`config.mk`:
```
export PLATFORM = sky130hd
export DESIGN_NAME = pmcfg_decoder
export DESIGN_NICKNAME = d
export VERILOG_FILES = /design/src/rtl/pmcfg_pkg.sv /design/src/rtl/pmcfg_regs.sv /design/src/rtl/pmcfg_window.sv /design/src/rtl/pmcfg_decoder.sv
export SDC_FILE = /design/constraint.sdc
export NUM_CORES = 1
export LEC_CHECK = 0
export BUFFER_PORTS_ARGS = -buffer_cell sky130_fd_sc_hd__buf_2
export CAP_MARGIN = 40
export CORE_MARGIN = 2
export CORE_UTILIZATION = 33
export CTS_CLUSTER_SIZE = 30
export DETAILED_ROUTE_END_ITERATION = 12
export PLACE_DENSITY = 0.52
export REMOVE_ABC_BUFFERS = 1
export SETUP_SLACK_MARGIN = 0.05
export SYNTH_ARGS = -nofsm -noshare
export SYNTH_HDL_FRONTEND = slang
export SYNTH_SLANG_ARGS = --single-unit
```
`constraint.sdc`:
```
create_clock -name clk -period 2.59 [get_ports clk]
set_clock_uncertainty 0.2 [all_clocks]
set_input_delay 0.1295 -clock clk [delete_from_list [all_inputs] [get_ports clk]]
set_output_delay 0.1295 -clock clk [all_outputs]
set_load 0.05 [all_outputs]
```
`src/rtl/pmcfg_pkg.sv`:
```
`timescale 1ns/1ps
// Shared constants and helpers for the configuration decoder.
// Assumes a 256-byte configuration space addressed as 64 dwords.
package pmcfg_pkg;
    localparam int CFG_DW_W = 6;

    // Dword indices (byte offset / 4); the decoders depend on these.
    localparam logic [CFG_DW_W-1:0] DW_HDR_STS  = 6'h01; // bytes 0x04-0x07
    localparam logic [CFG_DW_W-1:0] DW_HDR_INT  = 6'h0F; // bytes 0x3C-0x3F
    localparam logic [CFG_DW_W-1:0] DW_PM_BASE  = 6'h10; // bytes 0x40-0x43
    localparam logic [CFG_DW_W-1:0] DW_SCRATCH  = 6'h16; // bytes 0x58-0x5B
    localparam logic [CFG_DW_W-1:0] DW_PM_CTL   = 6'h20; // byte 0x80 in lane 0
    localparam logic [CFG_DW_W-1:0] DW_SMB_BASE = 6'h24; // bytes 0x90-0x93
    localparam logic [CFG_DW_W-1:0] DW_SMB_CTL  = 6'h34; // byte 0xD2 in lane 2

    localparam logic [31:0] HDR_STS_VAL = 32'h0280_0000;
    localparam logic [31:0] HDR_INT_VAL = 32'h0000_0100;
    localparam logic [7:0]  SMB_CTL_RST = 8'h09;

    // Merge write data into an old dword, lane by lane, under byte enables.
    function automatic logic [31:0] be_merge(input logic [31:0] old_v,
                                             input logic [31:0] new_v,
                                             input logic [3:0]  be);
        logic [31:0] r;
        r = old_v;
        for (int b = 0; b < 4; b++) begin
            if (be[b]) r[b*8 +: 8] = new_v[b*8 +: 8];
        end
        return r;
    endfunction
endpackage

```
`src/rtl/pmcfg_regs.sv`:
```
`timescale 1ns/1ps
// Configuration byte storage and read mux.
// Holds only the writable fields; constant and read-only bits are rebuilt
// on read. Flags writes that touch either window's bytes.
module pmcfg_regs
    import pmcfg_pkg::*;
#(
    parameter int          IO_W         = 16,
    parameter int          ALIGN_BITS   = 6,
    parameter logic [15:0] SMB_RST_BASE = 16'hB100
) (
    input  logic                clk,
    input  logic                rst_n,
    input  logic                cfg_wr,
    input  logic [CFG_DW_W-1:0] cfg_dw,
    input  logic [3:0]          cfg_be,
    input  logic [31:0]         cfg_wdata,
    output logic [31:0]         cfg_rdata,
    output logic [IO_W-1:0]     pm_base,
    output logic                pm_en,
    output logic [IO_W-1:0]     smb_base,
    output logic                smb_en,
    output logic                pm_touch,
    output logic                smb_touch
);
    localparam int BASE_W = IO_W - ALIGN_BITS;
    localparam int PAD_HI = 32 - IO_W;

    logic [BASE_W-1:0] pm_base_r;
    logic [BASE_W-1:0] smb_base_r;
    logic [7:0]        pm_ctl_r;
    logic [7:0]        smb_ctl_r;
    logic [31:0]       scratch_r;
    logic [31:0]       merged;

    // Read image of the addressed dword, including fixed and read-only bits.
    always_comb begin
        case (cfg_dw)
            DW_HDR_STS:  cfg_rdata = HDR_STS_VAL;
            DW_HDR_INT:  cfg_rdata = HDR_INT_VAL;
            DW_PM_BASE:  cfg_rdata = {{PAD_HI{1'b0}}, pm_base_r, {(ALIGN_BITS-1){1'b0}}, 1'b1};
            DW_SCRATCH:  cfg_rdata = scratch_r;
            DW_PM_CTL:   cfg_rdata = {24'h0, pm_ctl_r};
            DW_SMB_BASE: cfg_rdata = {{PAD_HI{1'b0}}, smb_base_r, {(ALIGN_BITS-1){1'b0}}, 1'b1};
            DW_SMB_CTL:  cfg_rdata = {8'h0, smb_ctl_r, 16'h0};
            default:     cfg_rdata = 32'h0;
        endcase
    end

    // Write data merged over the current read image.
    always_comb merged = be_merge(cfg_rdata, cfg_wdata, cfg_be);

    // Store the writable fields of the addressed dword.
    always_ff @(posedge clk) begin
        if (!rst_n) begin
            pm_base_r  <= '0;
            smb_base_r <= SMB_RST_BASE[IO_W-1:ALIGN_BITS];
            pm_ctl_r   <= 8'h00;
            smb_ctl_r  <= SMB_CTL_RST;
            scratch_r  <= 32'h0;
        end else if (cfg_wr) begin
            case (cfg_dw)
                DW_PM_BASE:  pm_base_r  <= merged[IO_W-1:ALIGN_BITS];
                DW_SMB_BASE: smb_base_r <= merged[IO_W-1:ALIGN_BITS];
                DW_PM_CTL:   pm_ctl_r   <= merged[7:0];
                DW_SMB_CTL:  smb_ctl_r  <= merged[23:16];
                DW_SCRATCH:  scratch_r  <= merged;
                default: ;
            endcase
        end
    end

    // Flag writes that overlap a window's base dword or cover its enable byte.
    always_comb begin
        pm_touch  = cfg_wr && (((cfg_dw == DW_PM_BASE)  && (|cfg_be)) ||
                               ((cfg_dw == DW_PM_CTL)   && cfg_be[0]));
        smb_touch = cfg_wr && (((cfg_dw == DW_SMB_BASE) && (|cfg_be)) ||
                               ((cfg_dw == DW_SMB_CTL)  && cfg_be[2]));
    end

    assign pm_base  = {pm_base_r,  {ALIGN_BITS{1'b0}}};
    assign smb_base = {smb_base_r, {ALIGN_BITS{1'b0}}};
    assign pm_en    = pm_ctl_r[0];
    assign smb_en   = smb_ctl_r[0];
endmodule

```
`src/rtl/pmcfg_window.sv`:
```
`timescale 1ns/1ps
// One relocatable I/O window: a decode latch plus an aligned compare.
// Assumes the base has zero bits below ALIGN_BITS.
module pmcfg_window #(
    parameter int              IO_W       = 16,
    parameter int              ALIGN_BITS = 6,
    parameter logic [IO_W-1:0] RST_BASE   = '0,
    parameter bit              RST_EN     = 1'b0
) (
    input  logic            clk,
    input  logic            rst_n,
    input  logic            relatch,
    input  logic [IO_W-1:0] cfg_base,
    input  logic            cfg_en,
    input  logic [IO_W-1:0] io_addr,
    output logic [IO_W-1:0] base_q,
    output logic            en_q,
    output logic            hit
);
    // Copy base and enable from configuration only when asked to.
    always_ff @(posedge clk) begin
        if (!rst_n) begin
            base_q <= RST_BASE;
            en_q   <= RST_EN;
        end else if (relatch) begin
            base_q <= cfg_base;
            en_q   <= cfg_en;
        end
    end

    // Compare the aligned upper address bits against the latched base.
    always_comb hit = en_q && (io_addr[IO_W-1:ALIGN_BITS] == base_q[IO_W-1:ALIGN_BITS]);
endmodule

```
`src/rtl/pmcfg_decoder.sv`:
```
`timescale 1ns/1ps
// Top: configuration register file driving two I/O window decoders.
// A write that touches a window is registered, then copied into that
// window's latch on the next edge.
module pmcfg_decoder
    import pmcfg_pkg::*;
#(
    parameter int          IO_W         = 16,
    parameter int          ALIGN_BITS   = 6,
    parameter logic [15:0] SMB_RST_BASE = 16'hB100
) (
    input  logic                clk,
    input  logic                rst_n,
    input  logic                cfg_wr,
    input  logic [CFG_DW_W-1:0] cfg_dw,
    input  logic [3:0]          cfg_be,
    input  logic [31:0]         cfg_wdata,
    output logic [31:0]         cfg_rdata,
    input  logic [IO_W-1:0]     io_addr,
    output logic                pm_hit,
    output logic                smb_hit
);
    localparam logic [IO_W-1:0] SMB_RST_ALIGNED =
        SMB_RST_BASE[IO_W-1:0] & ~{{(IO_W-ALIGN_BITS){1'b0}}, {ALIGN_BITS{1'b1}}};

    logic [IO_W-1:0] pm_base_c, smb_base_c, pm_base_q, smb_base_q;
    logic            pm_en_c, smb_en_c, pm_en_q, smb_en_q;
    logic            pm_touch, smb_touch, pm_touch_q, smb_touch_q;

    pmcfg_regs #(.IO_W(IO_W), .ALIGN_BITS(ALIGN_BITS), .SMB_RST_BASE(SMB_RST_BASE)) u_regs (
        .clk(clk), .rst_n(rst_n), .cfg_wr(cfg_wr), .cfg_dw(cfg_dw), .cfg_be(cfg_be),
        .cfg_wdata(cfg_wdata), .cfg_rdata(cfg_rdata),
        .pm_base(pm_base_c), .pm_en(pm_en_c), .smb_base(smb_base_c), .smb_en(smb_en_c),
        .pm_touch(pm_touch), .smb_touch(smb_touch)
    );

    // Delay the touch flags so the latches see the updated configuration.
    always_ff @(posedge clk) begin
        if (!rst_n) begin
            pm_touch_q  <= 1'b0;
            smb_touch_q <= 1'b0;
        end else begin
            pm_touch_q  <= pm_touch;
            smb_touch_q <= smb_touch;
        end
    end

    pmcfg_window #(.IO_W(IO_W), .ALIGN_BITS(ALIGN_BITS), .RST_BASE('0), .RST_EN(1'b0)) u_pm_win (
        .clk(clk), .rst_n(rst_n), .relatch(pm_touch_q), .cfg_base(pm_base_c), .cfg_en(pm_en_c),
        .io_addr(io_addr), .base_q(pm_base_q), .en_q(pm_en_q), .hit(pm_hit)
    );

    pmcfg_window #(.IO_W(IO_W), .ALIGN_BITS(ALIGN_BITS), .RST_BASE(SMB_RST_ALIGNED),
                   .RST_EN(SMB_CTL_RST[0])) u_smb_win (
        .clk(clk), .rst_n(rst_n), .relatch(smb_touch_q), .cfg_base(smb_base_c), .cfg_en(smb_en_c),
        .io_addr(io_addr), .base_q(smb_base_q), .en_q(smb_en_q), .hit(smb_hit)
    );
endmodule

```
==> impl_metrics.toml <==
[timing]
period_minus_slack_ns = 2.403
fmax_mhz = 416.1
holdWs_ns = 0.02055
max_slew_margin_pct = 44.09
rsz0062_at_grt = "no"
tightestPinTransition_ns = 0.8375
final.setup.tns_ns = 0
layout_setup_ws_ns = 0.1865
fin_crit_sh_pct = 92.80
hold_viol_final = 0
finalMaxSlewViolations = 0
setup_viol = 0

[global_route]
grt.overflow.total = 0
grt_first_pass_wirelength_um = 22940
grt_pass1_vias = 4372
antenna_found_initial = 0
track_usage_pct = 19.69
grt_max_degree = 48

[cells_and_area]
layout.nets = 703
area_delta_synth_final_pct = 28.51
mostFrequentLayoutCell = "dfxtp_1"
drive_gt1_share_pct = 23.65
fin_util_pct = 43.24
layout_common_cells = "92 x dfxtp_1, 88 x buf_2, 74 x nand3_1, 36 x dlygate4sd3_1, 33 x nand2_1"
diodes = 0

[drt]
drt-initial-drc-count = 388
ant_nets = 0
vias_per_cell = 5.473
firstDrtPassIters = 5
drcViolationCount = 0
vias = 4526
wire_per_inst_um = 17.27
drt_wl_total_um = 14280

[min_path]
min_from = "cfg_wdata[10]"
holdPathEnd = "u_regs.scratch_r[10]$_SDFFE_PN0P_"
hp-class = "in -> reg"
min_delay_path_depth = 3

[power_and_ir_drop]
totalPowerFinal_uw = 3130
vdd_ir_drop_max_uv = 683.5
power.leakage_uw = 0.002451
power.density_mw_per_mm2 = 523.6

[synthesis]
synth_cells = 527
synth.distinct_cells = 57
ys.flop_type = "dfxtp_1"
ys_seq_elements = 92
synth_edf_count = 0
yosysWarnings = 0
synth_area_mm2 = 0.004652
synthArstFlopShare_pct = 0
ys_seq_area_share_pct = 39.59
synth_area_per_cell_um2 = 8.827

[clock_tree]
cts_tree = "done"
clk_path_buf_depth = 2
htreeDepth = 3
cts-root-buf = "clkbuf_16"
numCtsBuffers = 9
clock_latency_ns = 0.35
clock-sinks = 92
path_clk_slew_ns = 0.07

[critical_path]
cp-end-kind = "flip-flop"
reg2reg_from = "u_regs.smb_base_r[2]$_SDFFE_PN1P_"
r2r_cells = 4
required_ns = 2.68
crit_fanout = 9
reg2reg_slack_ns = 0.70
crit_path_start = "cfg_wr"
arrival_ns = 2.49
start_kind = "input port"
rr_endpoint = "u_regs.scratch_r[8]$_SDFFE_PN0P_"
criticalPathCategory = "in -> reg"

[job]
maxCapViolations = 0

[place]
place_ws_ns = 0.2448
io_buffer_count = 88
hpwl_um = 9684
gp_congestion = 0.8599

[floorplan]
io_pins = 95
fp.dieH_um = 122.7
start_util_pct = 33.64
die_w_um = 122.7
core_area_mm2 = 0.01383
rows = 43
die_area_mm2 = 0.01506

[outcome]
outcome = "finished, final reports clean"
worst max-delay path, cell delays in order:
cell	delay (ns)
dlygate4sd3_1	0.54
buf_2	0.19
and3b_1	0.28
and2_1	0.32
buf_4	0.23
nand3_1	0.10
dlygate4sd3_1	0.59
a21oi_1	0.12
area by class of cell:
| cell class | instances | area [um2] |
|---|---|---|
| timing repair buffer | 148 | 993.5 |
| inverter | 22 | 82.58 |
| sequential | 92 | 1842 |
| multi-input combinational | 369 | 2510 |
| tap | 180 | 225.2 |
| clock inverter | 6 | 86.33 |
| clock buffer | 10 | 239.0 |
| fill | 1342 | 7849 |
sequential cells by signal (all words and copies together) (netlist names), 8 cells and up:
name,count
u_pm_win.base_q,10
u_regs.pm_ctl_r,8
u_smb_win.base_q,10
u_regs.scratch_r,32
u_regs.pm_base_r,10
u_regs.smb_base_r,10
u_regs.smb_ctl_r,8
routing by layer:
layer	wire (um)	vias to the layer above	GRT usage [%]	share of wire (%)
met5	0	-	0	0
met2	6720	148	31.98	47
met3	816	6	5.716	5.7
met4	103	0	3.951	0.72
li1	-	2211	-	-
met1	6640	2161	26.01	46
how the worst max path moves through the flow:
| stage | to | slack (ns) | depth (start not counted) |
|---|---|---|---|
| global placement | cfg_rdata[17] | 0.30 | 7 |
| global route | u_regs.scratch_r[24]$_SDFFE_PN0P_ | 0.07 | 8 |
| finish | u_regs.scratch_r[31]$_SDFFE_PN0P_ | 0.19 | 8 |
| detailed placement | u_regs.smb_ctl_r[0]$_SDFFE_PN1P_ | 0.24 | 6 |
| floorplan | u_regs.scratch_r[25]$_SDFFE_PN0P_ | 0.33 | 4 |
| CTS | u_regs.scratch_r[24]$_SDFFE_PN0P_ | 0.12 | 8 |
through the flow:
stage / cells / area, um2
after floorplan: 483 / 4434
after global placement: 775 / 5293
after detailed placement: 775 / 5293
after CTS: 827 / 5978
after global routing: 827 / 5978
final: 827 / 5978
cell usage after synthesis, drive strengths merged (5+ instances only):
cell type,instances,area share (%)
nand3,74,8.0
o21ai,12,1.3
buf,20,2.7
nand4,5,0.67
o31ai,16,2.6
dfxtp,92,40
xnor2,20,3.8
and3,19,2.6
and2,9,1.2
a21oi,8,0.86
inv,20,1.6
nor3,5,0.65
a221oi,9,1.7
clkbuf,24,1.9
nand2,33,2.7
nor2,27,2.2
a22oi,17,2.7
mux2i,23,4.9
a31o,7,1.3
mux2,8,1.9
o311ai,5,0.94
o221ai,24,4.5
power by group:
group | switching [uW] | internal, uW | total (uW)
clock | 578 | 872 | 1450
combinational | 148 | 110 | 259
sequential | 3.76 | 1420 | 1420
total | 730 | 2400 | 3130
logic make-up (layout without fill, tap and decap cells):
group,Yosys count,count (layout),synth area share (%)
multiplexers,31,31,6.885
buffers and inverters,66,186,6.455
flip-flops,92,92,39.59
AO/OA/AOI/OAI,120,120,20.58
XOR/XNOR,20,20,3.766
AND/OR/NAND/NOR,198,198,22.73
what timing repair did:
item | 4_1_cts | 5_1_grt
hold buffers | 36 | 0
gates resized for setup | 0 | 1
endpoints found under the hold margin | 46 | 0
setup endpoints to repair | 0 | 7
setup buffers | 0 | 0
(Power assumes the default switching activity.)
